## src/rtl/bpc_pkg.sv

```systemverilog
package bpc_pkg;

  typedef enum logic [1:0] {
    ST_IDLE,
    ST_SCAN,
    ST_FIELD
  } enc_state_e;

  // smallest w with 2**w >= x, searched up to max_w
  function automatic int unsigned span_bits(int unsigned x, int unsigned max_w);
    int unsigned w;
    w = 0;
    for (int unsigned k = 0; k <= max_w; k++) begin
      if ((32'd1 << k) < x) w = k + 1;
    end
    return w;
  endfunction

endpackage

```

## src/rtl/bpc_next_one.sv

```systemverilog
module bpc_next_one #(
  parameter int COLS  = 8,
  parameter int COL_W = $clog2(COLS)
) (
  input  logic [COLS-1:0]  row_i,
  input  logic [COL_W-1:0] start_i,
  output logic             found_o,
  output logic [COL_W-1:0] pos_o
);

  logic [COLS-1:0] cand;

  for (genvar g = 0; g < COLS; g++) begin : g_cand
    assign cand[g] = row_i[g] & (COL_W'(g) >= start_i);
  end

  // lowest candidate wins
  always_comb begin
    found_o = 1'b0;
    pos_o   = '0;
    for (int c = COLS - 1; c >= 0; c--) begin
      if (cand[c]) begin
        found_o = 1'b1;
        pos_o   = COL_W'(c);
      end
    end
  end

endmodule

```

## src/rtl/bpc_field_gen.sv

```systemverilog
module bpc_field_gen #(
  parameter int COLS  = 8,
  parameter int COL_W = $clog2(COLS),
  parameter int FW_W  = $clog2(COL_W + 1)
) (
  input  logic             first_i,
  input  logic [COL_W-1:0] prev_i,
  input  logic [COL_W-1:0] pos_i,
  output logic [FW_W-1:0]  width_o,
  output logic [COL_W-1:0] value_o
);
  import bpc_pkg::*;

  localparam int SPW = COL_W + 1;
  localparam logic [SPW-1:0] LAST_COL = SPW'(COLS - 1);

  logic [SPW-1:0] span;

  always_comb begin
    span    = first_i ? LAST_COL : LAST_COL - {1'b0, prev_i};
    width_o = FW_W'(span_bits(32'(span), COL_W));
    value_o = first_i ? pos_i : pos_i - prev_i - 1'b1;
  end

endmodule

```

## src/rtl/bpc_coord_enc.sv

```systemverilog
module bpc_coord_enc #(
  parameter int ROWS = 8,
  parameter int COLS = 8
) (
  input  logic                 clk_i,
  input  logic                 rst_ni,
  input  logic                 in_valid_i,
  input  logic [ROWS*COLS-1:0] in_block_i,
  output logic                 in_ready_o,
  output logic                 bit_o,
  output logic                 bit_valid_o,
  output logic                 done_o
);
  import bpc_pkg::*;

  localparam int COL_W = $clog2(COLS);
  localparam int ROW_W = $clog2(ROWS);
  localparam int FW_W  = $clog2(COL_W + 1);
  localparam int BLK_W = ROWS * COLS;
  localparam logic [COL_W-1:0] LAST_COL = COL_W'(COLS - 1);
  localparam logic [ROW_W-1:0] LAST_ROW = ROW_W'(ROWS - 1);

  enc_state_e       state_q;
  logic [BLK_W-1:0] blk_q;
  logic [ROW_W-1:0] row_q;
  logic [COL_W-1:0] prev_q;
  logic             first_q;
  logic [FW_W-1:0]  cnt_q;
  logic [COL_W-1:0] val_q;

  logic [COLS-1:0]  rows [ROWS];
  logic [COLS-1:0]  row_bits;
  logic [COL_W-1:0] start;
  logic             found;
  logic [COL_W-1:0] pos;
  logic [FW_W-1:0]  fw;
  logic [COL_W-1:0] fv;
  logic [COL_W-1:0] val_sh;
  logic             row_end;
  logic             last_row;

  for (genvar g = 0; g < ROWS; g++) begin : g_rows
    assign rows[g] = blk_q[g*COLS +: COLS];
  end

  assign row_bits = rows[row_q];
  assign start    = first_q ? '0 : prev_q + 1'b1;
  assign last_row = (row_q == LAST_ROW);

  bpc_next_one #(.COLS(COLS), .COL_W(COL_W)) u_find (
    .row_i   (row_bits),
    .start_i (start),
    .found_o (found),
    .pos_o   (pos)
  );

  bpc_field_gen #(.COLS(COLS), .COL_W(COL_W), .FW_W(FW_W)) u_field (
    .first_i (first_q),
    .prev_i  (prev_q),
    .pos_i   (pos),
    .width_o (fw),
    .value_o (fv)
  );

  assign val_sh = val_q >> (cnt_q - 1'b1);

  always_comb begin
    bit_o   = 1'b0;
    row_end = 1'b0;
    unique case (state_q)
      ST_SCAN: begin
        bit_o   = found;
        row_end = !found || (fw == '0);
      end
      ST_FIELD: begin
        bit_o   = val_sh[0];
        row_end = (cnt_q == FW_W'(1)) && (prev_q == LAST_COL);
      end
      default: ;
    endcase
  end

  assign in_ready_o  = (state_q == ST_IDLE);
  assign bit_valid_o = (state_q != ST_IDLE);
  assign done_o      = bit_valid_o && row_end && last_row;

  always_ff @(posedge clk_i or negedge rst_ni) begin
    if (!rst_ni) begin
      state_q <= ST_IDLE;
      blk_q   <= '0;
      row_q   <= '0;
      prev_q  <= '0;
      first_q <= 1'b1;
      cnt_q   <= '0;
      val_q   <= '0;
    end else begin
      unique case (state_q)
        ST_IDLE: begin
          if (in_valid_i) begin
            blk_q   <= in_block_i;
            row_q   <= '0;
            first_q <= 1'b1;
            state_q <= ST_SCAN;
          end
        end
        ST_SCAN: begin
          if (found) begin
            prev_q  <= pos;
            first_q <= 1'b0;
            if (fw != '0) begin
              cnt_q   <= fw;
              val_q   <= fv;
              state_q <= ST_FIELD;
            end
          end
        end
        ST_FIELD: begin
          cnt_q <= cnt_q - 1'b1;
          if (cnt_q == FW_W'(1)) state_q <= ST_SCAN;
        end
        default: state_q <= ST_IDLE;
      endcase
      // row advance overrides the per-state next state
      if (bit_valid_o && row_end) begin
        if (last_row) begin
          state_q <= ST_IDLE;
        end else begin
          row_q   <= row_q + 1'b1;
          first_q <= 1'b1;
          state_q <= ST_SCAN;
        end
      end
    end
  end

  // held block never changes during an encode
  a_r2_hold_block: assert property (@(posedge clk_i) disable iff (!rst_ni)
    (state_q != ST_IDLE && $past(state_q) != ST_IDLE) |-> $stable(blk_q));

  // empty row emits a single zero
  a_r4_empty_row_zero: assert property (@(posedge clk_i) disable iff (!rst_ni)
    (state_q == ST_SCAN && first_q && row_bits == '0) |-> (!bit_o && done_o == last_row));

  // the field value fits the computed width
  a_r7_field_fits: assert property (@(posedge clk_i) disable iff (!rst_ni)
    (state_q == ST_SCAN && found) |-> ((fv >> fw) == '0));

  // a row never looks for more ones after column 7
  a_r8_no_scan_past_end: assert property (@(posedge clk_i) disable iff (!rst_ni)
    !(state_q == ST_SCAN && !first_q && prev_q == LAST_COL));

  // busy means a bit every cycle
  a_r9_busy_emits: assert property (@(posedge clk_i) disable iff (!rst_ni)
    !in_ready_o |-> bit_valid_o);

  // done rides on a valid bit and returns to idle
  a_r10_done_with_bit: assert property (@(posedge clk_i) disable iff (!rst_ni)
    done_o |-> bit_valid_o);
  a_r10_done_then_ready: assert property (@(posedge clk_i) disable iff (!rst_ni)
    done_o |=> (in_ready_o && !bit_valid_o));

endmodule

```

## config.mk

```make
export PLATFORM = sky130hd
export DESIGN_NAME = bpc_coord_enc
export DESIGN_NICKNAME = d
export VERILOG_FILES = /design/src/rtl/bpc_pkg.sv /design/src/rtl/bpc_next_one.sv /design/src/rtl/bpc_field_gen.sv /design/src/rtl/bpc_coord_enc.sv
export SDC_FILE = /design/constraint.sdc
export NUM_CORES = 1
export LEC_CHECK = 0
export BUFFER_PORTS_ARGS = -buffer_cell sky130_fd_sc_hd__buf_2
export CAP_MARGIN = 20
export CORE_MARGIN = 8
export CORE_UTILIZATION = 42
export CTS_BUF_LIST = sky130_fd_sc_hd__clkbuf_16
export DETAILED_ROUTE_END_ITERATION = 8
export GPL_TIMING_DRIVEN = 0
export SLEW_MARGIN = 20
export SYNTH_ARGS = -nofsm -noshare
export SYNTH_HDL_FRONTEND = slang
export SYNTH_HIERARCHICAL = 1
export SYNTH_SLANG_ARGS = --single-unit
export TNS_END_PERCENT = 30
```

## constraint.sdc

```tcl
create_clock -name clk_i -period 5.83 [get_ports clk_i]
set_input_delay 0.8745 -clock clk_i [delete_from_list [all_inputs] [get_ports clk_i]]
set_output_delay 0.8745 -clock clk_i [all_outputs]
set_load 0.01 [all_outputs]
```

==> run_results.csv, run 1 <==
group,metric,value,unit
status,status,"complete, no violations",
die,die_width,114,um
timing,maxSlewViolCount,0,
synthesis,post_synth_instance_area,0.00407,mm^2
synthesis,synth-async-reset-ratio,1.00,
synthesis,syn-num-nets,370,
routing,final_antenna_net_count,0,
synthesis,post_synthesis_sequential_area_ratio,0.480,
clock_tree,worstSkewPairLatency,0.33,ns
timing,clock_skew,0.00784,ns
clock_tree,post-cts-setup-buffers,0,
synthesis,synth.yosys.warnings,6,
timing,worst-slew-pin-transition,0.698,ns
die,floorplan.initialDensity,0.424,
clock_tree,path_clk_slew,0.06,ns
synthesis,ys_types,48,
routing,via_count,2590,
synthesis,synthXorXnorAreaFrac,0.00431,
clock_tree,cts-root-buf,"clkbuf_16",
power_and_ir_drop,leakagePower,0.00221,uW
routing,drt-total-wl,8610,um
routing,first_pass_iters,4,
finish,area.growth.synth_to_final,21.4,%
power_and_ir_drop,p_total,2650,uW
setup_path,slowest_delay,0.42,ns
power_and_ir_drop,p_int,1810,uW
die,die_extent_in_y,114,um
clock_tree,tritoncts_num_sinks,78,
synthesis,post_synth_fa_ha_maj_area_fraction,0.0357,
setup_path,worst_ep_required_time,4.96,ns
grt,grt_pass1_wl,14300,um
routing,viasPerCell,5.06,
setup_path,worst_path_dominant_cell_family,"buffers and inverters",
synthesis,muxShareOfSynthArea,0.342,
clock_tree,maximum_buffer_depth_of_the_clock_tree,2,
finish,regArea,0.00195,mm^2
timing,period_utilization_post_route,0.771,
setup_path,worstSetupPathType,"flop to output port",
flow_run,drv.max_cap_violation_count,0,
setup_path,critPathLaunchType,"flop",
timing,rsz0062_at_grt,"false",
die,core_area,0.00959,mm^2
synthesis,synth-compound-area-share,0.0523,
grt,first_global_vias,2839,
power_and_ir_drop,logic_gate_share_of_total_power,0.411,
clock_tree,tritoncts.num_buffers,9,
setup_path,r2r-start,"row_q[1]$_DFF_PN0_",
place,io_buffer_count,70,
routing,avgRoutedWirePerCell,16.8,um
setup_path,worst_ep_arrival_time,3.62,ns
setup_path,critPathCaptureType,"output port",
grt,grt_overflow_total,0,
grt,grt_use_total,0.141,
timing,setup_viol,0,
power_and_ir_drop,power_frac_seq,0.361,
setup_path,r2r_slack,2.03,ns
min_path,min-delay-path-class,"input pin to asynchronous set/reset pin",
synthesis,dominantRegCellSynth,"dfrtp_1",
synthesis,synth-edff-count,0,
die,placementRows,36,
setup_path,worstRegToRegCells,14,
die,die_area,0.0131,mm^2
finish,finish.net_count,452,
synthesis,synthSimpleGateAreaFrac,0.0508,
synthesis,synth_cells,292,
timing,report.final.hold_viol_count,0,
synthesis,largest_family_of_logic_cells_by_synthesized_area,"multiplexers",
routing,initialDrtViolationCount,77,
clock_tree,cts_tree,"done",
power_and_ir_drop,netSwitchingFraction,0.315,
finish,stdcell_area,0.00494,mm^2
setup_path,r2r-end,"val_q[2]$_DFFE_PN0P_",
setup_path,crit_path_frequent_cell,"buf_2",
setup_path,cp_cell_sequence,"clkbuf_1, buf_2, mux4_2, mux2_4, or2_2, a21boi_2, nand3_1, o21ai_1, a32oi_1, nor2_1, and2_1, buf_2",
synthesis,synth_seq_cells,78,
power_and_ir_drop,pwr-share-clk,0.228,
clock_tree,post_cts.resized_instances,0,
power_and_ir_drop,cellPowerDensity,536,mW/mm^2
place,place.detailed.hpwl,6440,um
setup_path,cpMaxStageDelayCell,"clkbuf_1",
routing,detail_route.drc_violations,0,
clock_tree,hold_buffers,0,
finish,antennaDiodeCount,0,
finish,multi_input_comb_area,0.00197,mm^2
finish,layout.filler_cells,871,
timing,post-route-min-period,4.49,ns
grt,grt_max_degree,58,
clock_tree,cts_htree_levels,3,
timing,fmax,223,MHz
place,place.gp.congestion,0.756,
power_and_ir_drop,vdd_ir_drop_max,0.188,mV
power_and_ir_drop,net_switching_component_of_the_power,833,uW
setup_path,critical_path_buf_inv_count,3,
synthesis,postSynthAreaPerCell,13.9,um^2
timing,slew_headroom,0.535,
grt,number_of_antenna_violations_at_the_first_check_in_global_routing,0,
place,post_dp_cell_area,0.00461,mm^2
setup_path,worst-path-max-fanout,10,
finish,drive_above_1_share,0.496,
die,pin_count,71,
timing,final.setup.tns,0,ns
==> cells in the final DEF, fill, tap and decap left out, types with 2 or more instances in the layout <==
master / instances
mux2_2: 70
o22ai_1: 2
o211ai_1: 2
nand2b_1: 4
a21oi_1: 3
o21ai_1: 3
a21boi_1: 2
buf_2: 78
clkinv_4: 2
mux4_2: 8
nor2_1: 6
clkbuf_1: 3
nor2b_1: 5
mux4_1: 8
o21bai_1: 2
nand3b_1: 3
dfrtp_1: 77
mux2i_1: 7
clkbuf_16: 9
mux2_4: 8
a21boi_0: 3
ha_1: 10
inv_1: 12
nand2_1: 14
o21ai_0: 4
mux2_1: 2
nand3_1: 2
bufinv_16: 2
==> sequential cells by signal, indices dropped and copies added, names as in the netlist <==
name and flops:
blk_q 64, cnt_q 2, first_q 1, prev_q 3, row_q 3, state_q 2
val_q 3
==> cell families after synthesis <==
family          after synthesis
mux                         103
flops                        78
simple gates                 40
compound gates               30
buf+inv                      28
fa+ha+maj                    11
xor+xnor                      2
==> layer usage <==
metal	up-vias	track usage	share of wire
li1	1230	-	-
met1	1301	0.175	0.45
met2	51	0.231	0.49
met3	8	0.0411	0.047
met4	0	0.0453	0.011
met5	-	0	0
==> layout make-up <==
class | count | area share
Buffer | 15 | 0.0185
Clock buffer | 9 | 0.0456
Clock inverter | 7 | 0.0198
Inverter | 13 | 0.00989
Multi-Input combinational cell | 186 | 0.400
Sequential cell | 78 | 0.396
Tap cell | 133 | 0.0337
Timing Repair Buffer | 71 | 0.0771
==> power groups by stage <==
stage	Combinational (uW)	Clock [uW]	Sequential, uW
2_1_floorplan	886	0	912
3_3_place_gp	1070	0	952
3_5_place_dp	1100	0	965
4_1_cts	1110	619	957
5_1_grt	1220	637	987
6_report	1090	602	956
==> worst register-to-register path: cells and delay by family (launching register included) <==
family	cells	cell delay, ns
simple gates	2	0.23
flops	1	0.36
compound gates	2	0.52
mux	3	0.92
fa+ha+maj	2	0.58
buf+inv	3	0.84
xor+xnor	2	0.26
==> stage by stage <==
stage               utilization  hold WS [ns]  setup slack, ns  cells
CTS                       0.514         0.438             1.29    512
detailed placement        0.481         0.488             1.67    496
global placement          0.478         0.480             1.65    495
floorplan                     -         0.470             2.39    292
global route              0.514         0.458             1.09    512
finish                    0.514         0.436             1.34    512
==> synthesized netlist by cell type (2+ instances only) <==
cell / n / area share
nand3b_1: 3 / 0.0055
nand3_1: 2 / 0.0025
mux2_1: 2 / 0.0055
dfrtp_1: 77 / 0.47
nand2b_1: 4 / 0.0062
o22ai_1: 2 / 0.0031
mux4_2: 8 / 0.044
a21boi_1: 2 / 0.0037
mux2_2: 70 / 0.19
ha_1: 10 / 0.031
a21oi_1: 3 / 0.0037
a21boi_0: 3 / 0.0055
nor2_1: 6 / 0.0055
mux4_1: 8 / 0.052
mux2_4: 8 / 0.030
nand2_1: 14 / 0.013
o21bai_1: 2 / 0.0037
o21ai_0: 4 / 0.0049
mux2i_1: 7 / 0.017
nor2b_1: 5 / 0.0077
inv_1: 12 / 0.011
o211ai_1: 2 / 0.0037
clkbuf_1: 3 / 0.0028
o21ai_1: 3 / 0.0037
buf_2: 9 / 0.011
==> how the worst max path moves through the flow <==
stage / depth (start not counted) / from / slack [ns] / end
floorplan: 11 / row_q[0]$_DFF_PN0_ / 2.39 / done_o
global placement: 12 / row_q[1]$_DFF_PN0_ / 1.65 / done_o
detailed placement: 12 / row_q[1]$_DFF_PN0_ / 1.67 / done_o
CTS: 12 / row_q[1]$_DFF_PN0_ / 1.29 / done_o
global route: 12 / row_q[1]$_DFF_PN0_ / 1.09 / done_o
finish: 12 / row_q[1]$_DFF_PN0_ / 1.34 / done_o
No activity file was read; power rests on OpenSTA's default activity.
==> run 2, diff against run 1 <==
--- a/config.mk
+++ b/config.mk
@@ -12,6 +12,7 @@
 export CTS_BUF_LIST = sky130_fd_sc_hd__clkbuf_16
 export DETAILED_ROUTE_END_ITERATION = 8
 export GPL_TIMING_DRIVEN = 0
+export PLACE_DENSITY = 0.65
 export SLEW_MARGIN = 20
 export SYNTH_ARGS = -nofsm -noshare
 export SYNTH_HDL_FRONTEND = slang
==> constraint.sdc (replaced) <==
create_clock -name clk_i -period 3.7 [get_ports clk_i]
set_input_delay 0.555 -clock clk_i [delete_from_list [all_inputs] [get_ports clk_i]]
set_output_delay 0.555 -clock clk_i [all_outputs]
set_load 0.01 [all_outputs]
==> run 2 against run 1 <==
  * Die area unchanged
  * Power grew 59%
  * Critical path depth increased by 10
  * Combinational power up 69%
  * Largest cell class unchanged
  * Clock power is 41% higher
  * Cell area up 3.7%
  * Critical path type is now flop to flop
  * Global-route usage up 0.77 points
  * First-iteration DRC count rose by 36%
  * Highest routed layer unchanged
  * Sequential power is 58% higher
  * Worst setup slack got worse by 1.2 ns
  * Count of clock-buffer cells in the layout stayed put
==> run_results.csv, run 2 (synthesis results as in run 1) <==
group,metric,value,unit
status,status,"complete, no violations",
clock_tree,cts_htree_levels,3,
clock_tree,worstSkewPairLatency,0.33,ns
timing,setup_viol,0,
timing,slew_headroom,0.547,
die,pin_count,71,
clock_tree,path_clk_slew,0.06,ns
timing,clock_skew,0.00504,ns
place,dp_worst_setup_slack,-0.135,ns
timing,timing.final.ws_setup,0.0871,ns
routing,avgRoutedWirePerCell,17.3,um
finish,final_common_cell,"buf_2",
grt,grt_overflow_total,0,
setup_path,worst_ep_arrival_time,3.84,ns
grt,number_of_antenna_violations_at_the_first_check_in_global_routing,0,
routing,via_count,2750,
grt,grt_max_degree,41,
setup_path,worstRegToRegCells,22,
finish,highest_count_cells_in_the_layout_ignoring_fill_and_taps,"77 x buf_2, 76 x dfrtp_1, 70 x mux2_2",
timing,period_utilization_post_route,0.976,
place,place.gp.congestion,0.764,
finish,largest_reg_flops,64,
timing,post-route-min-period,3.61,ns
power_and_ir_drop,vdd_ir_drop_max,0.310,mV
timing,rsz0062_at_grt,"true",
setup_path,worst_ep_required_time,3.92,ns
clock_tree,tritoncts.num_buffers,9,
finish,layout.filler_cells,826,
routing,detail_route.drc_violations,0,
clock_tree,maximum_buffer_depth_of_the_clock_tree,2,
flow_run,drv.max_cap_violation_count,0,
place,place.detailed.hpwl,6510,um
timing,maxSlewViolCount,0,
die,placementRows,36,
timing,final.setup.tns,0,ns
timing,worst-slew-pin-transition,0.679,ns
clock_tree,cts_tree,"done",
setup_path,r2r-start,"row_q[0]$_DFF_PN0_",
clock_tree,cts-root-buf,"clkbuf_16",
power_and_ir_drop,cellPowerDensity,820,mW/mm^2
finish,antennaDiodeCount,0,
timing,fmax,277,MHz
die,floorplan.initialDensity,0.424,
routing,drt-total-wl,9210,um
timing,report.final.hold_viol_count,0,
finish,area.growth.synth_to_final,25.8,%
routing,initialDrtViolationCount,105,
finish,multi_input_comb_area,0.00202,mm^2
setup_path,worst-path-max-fanout,8,
setup_path,r2r_slack,0.09,ns
min_path,min-delay-path-class,"input pin to asynchronous set/reset pin",
finish,finish.net_count,472,
clock_tree,tritoncts_num_sinks,78,
die,core_area,0.00959,mm^2
clock_tree,hold_buffers,0,
grt,grt_use_total,0.149,
place,io_buffer_count,70,
routing,viasPerCell,5.17,
setup_path,critPathCaptureType,"flop",
grt,grt_pass1_wl,15300,um
die,die_area,0.0131,mm^2
power_and_ir_drop,leakagePower,0.00233,uW
finish,drive_above_1_share,0.549,
die,die_width,114,um
routing,final_antenna_net_count,0,
setup_path,r2r-end,"state_q[1]$_DFFE_PN0P_",
finish,largest-register,"blk_q",
routing,first_pass_iters,4,
die,die_extent_in_y,114,um
grt,first_global_vias,3093,
finish,regArea,0.00195,mm^2
setup_path,worstSetupPathType,"flop to flop",
setup_path,critPathLaunchType,"flop",
[run 2: stage by stage]
stage | instances | power (uW) | utilization | cell area [um^2] | hold slack [ns]
6_report | 532 | 4200 | 0.533 | 5120 | 0.200
5_1_grt | 532 | 4490 | 0.533 | 5120 | 0.234
4_1_cts | 526 | 4160 | 0.524 | 5030 | 0.221
3_5_place_dp | 496 | 3270 | 0.480 | 4610 | 0.488
3_3_place_gp | 495 | 3180 | 0.478 | 4580 | 0.480
2_1_floorplan | 292 | 2830 | - | 4070 | 0.259
[run 2: layer usage]
| metal | share of wire | GRT usage |
|---|---|---|
| met3 | 0.049 | 0.0427 |
| met5 | 0 | 0 |
| met1 | 0.43 | 0.173 |
| met4 | 0.018 | 0.0674 |
| met2 | 0.50 | 0.249 |
[run 2: where the power goes]
group / switching, uW / internal (uW)
Clock: 375 / 471
Sequential: 230 / 1280
Combinational: 801 / 1040
[run 2: worst max path at each step]
stage                                        end                from
final                     state_q[1]$_DFFE_PN0P_  row_q[0]$_DFF_PN0_
after global routing      state_q[1]$_DFFE_PN0P_  row_q[0]$_DFF_PN0_
after CTS                                 done_o  row_q[0]$_DFF_PN0_
after detailed placement                  done_o  row_q[1]$_DFF_PN0_
after global placement                    done_o  row_q[1]$_DFF_PN0_
after floorplan             val_q[2]$_DFFE_PN0P_  row_q[0]$_DFF_PN0_
[run 2: area by class of cell]
cell class                      count  share of cell area
Clock buffer                        9              0.0440
Multi-Input combinational cell    186               0.394
Tap cell                          133              0.0325
Sequential cell                    78               0.382
Buffer                             14              0.0183
Timing Repair Buffer               92               0.107
Inverter                           13             0.00954
Clock inverter                      7              0.0122
[run 2: critical path, cell delays in order (launching register included)]
cell	delay, ns
dfrtp_1	0.39
buf_8	0.16
buf_4	0.15
mux4_1	0.58
mux2_4	0.30
a21oi_2	0.15
a21boi_4	0.21
nand3_2	0.13
o21ai_4	0.10
a32oi_2	0.08
nor2_1	0.17
buf_4	0.12
buf_4	0.09
buf_4	0.09
buf_4	0.09
buf_4	0.09
buf_4	0.10
buf_4	0.10
buf_4	0.10
buf_4	0.09
buf_4	0.09
buf_4	0.09
nor2_1	0.03
[run 2: what timing repair did]
item,CTS,global route
buffers inserted,15,5
hold endpoints to repair,0,0
pin swaps,1,3
gates resized for setup,6,8
setup endpoints to repair,3,3
gates cloned,0,1
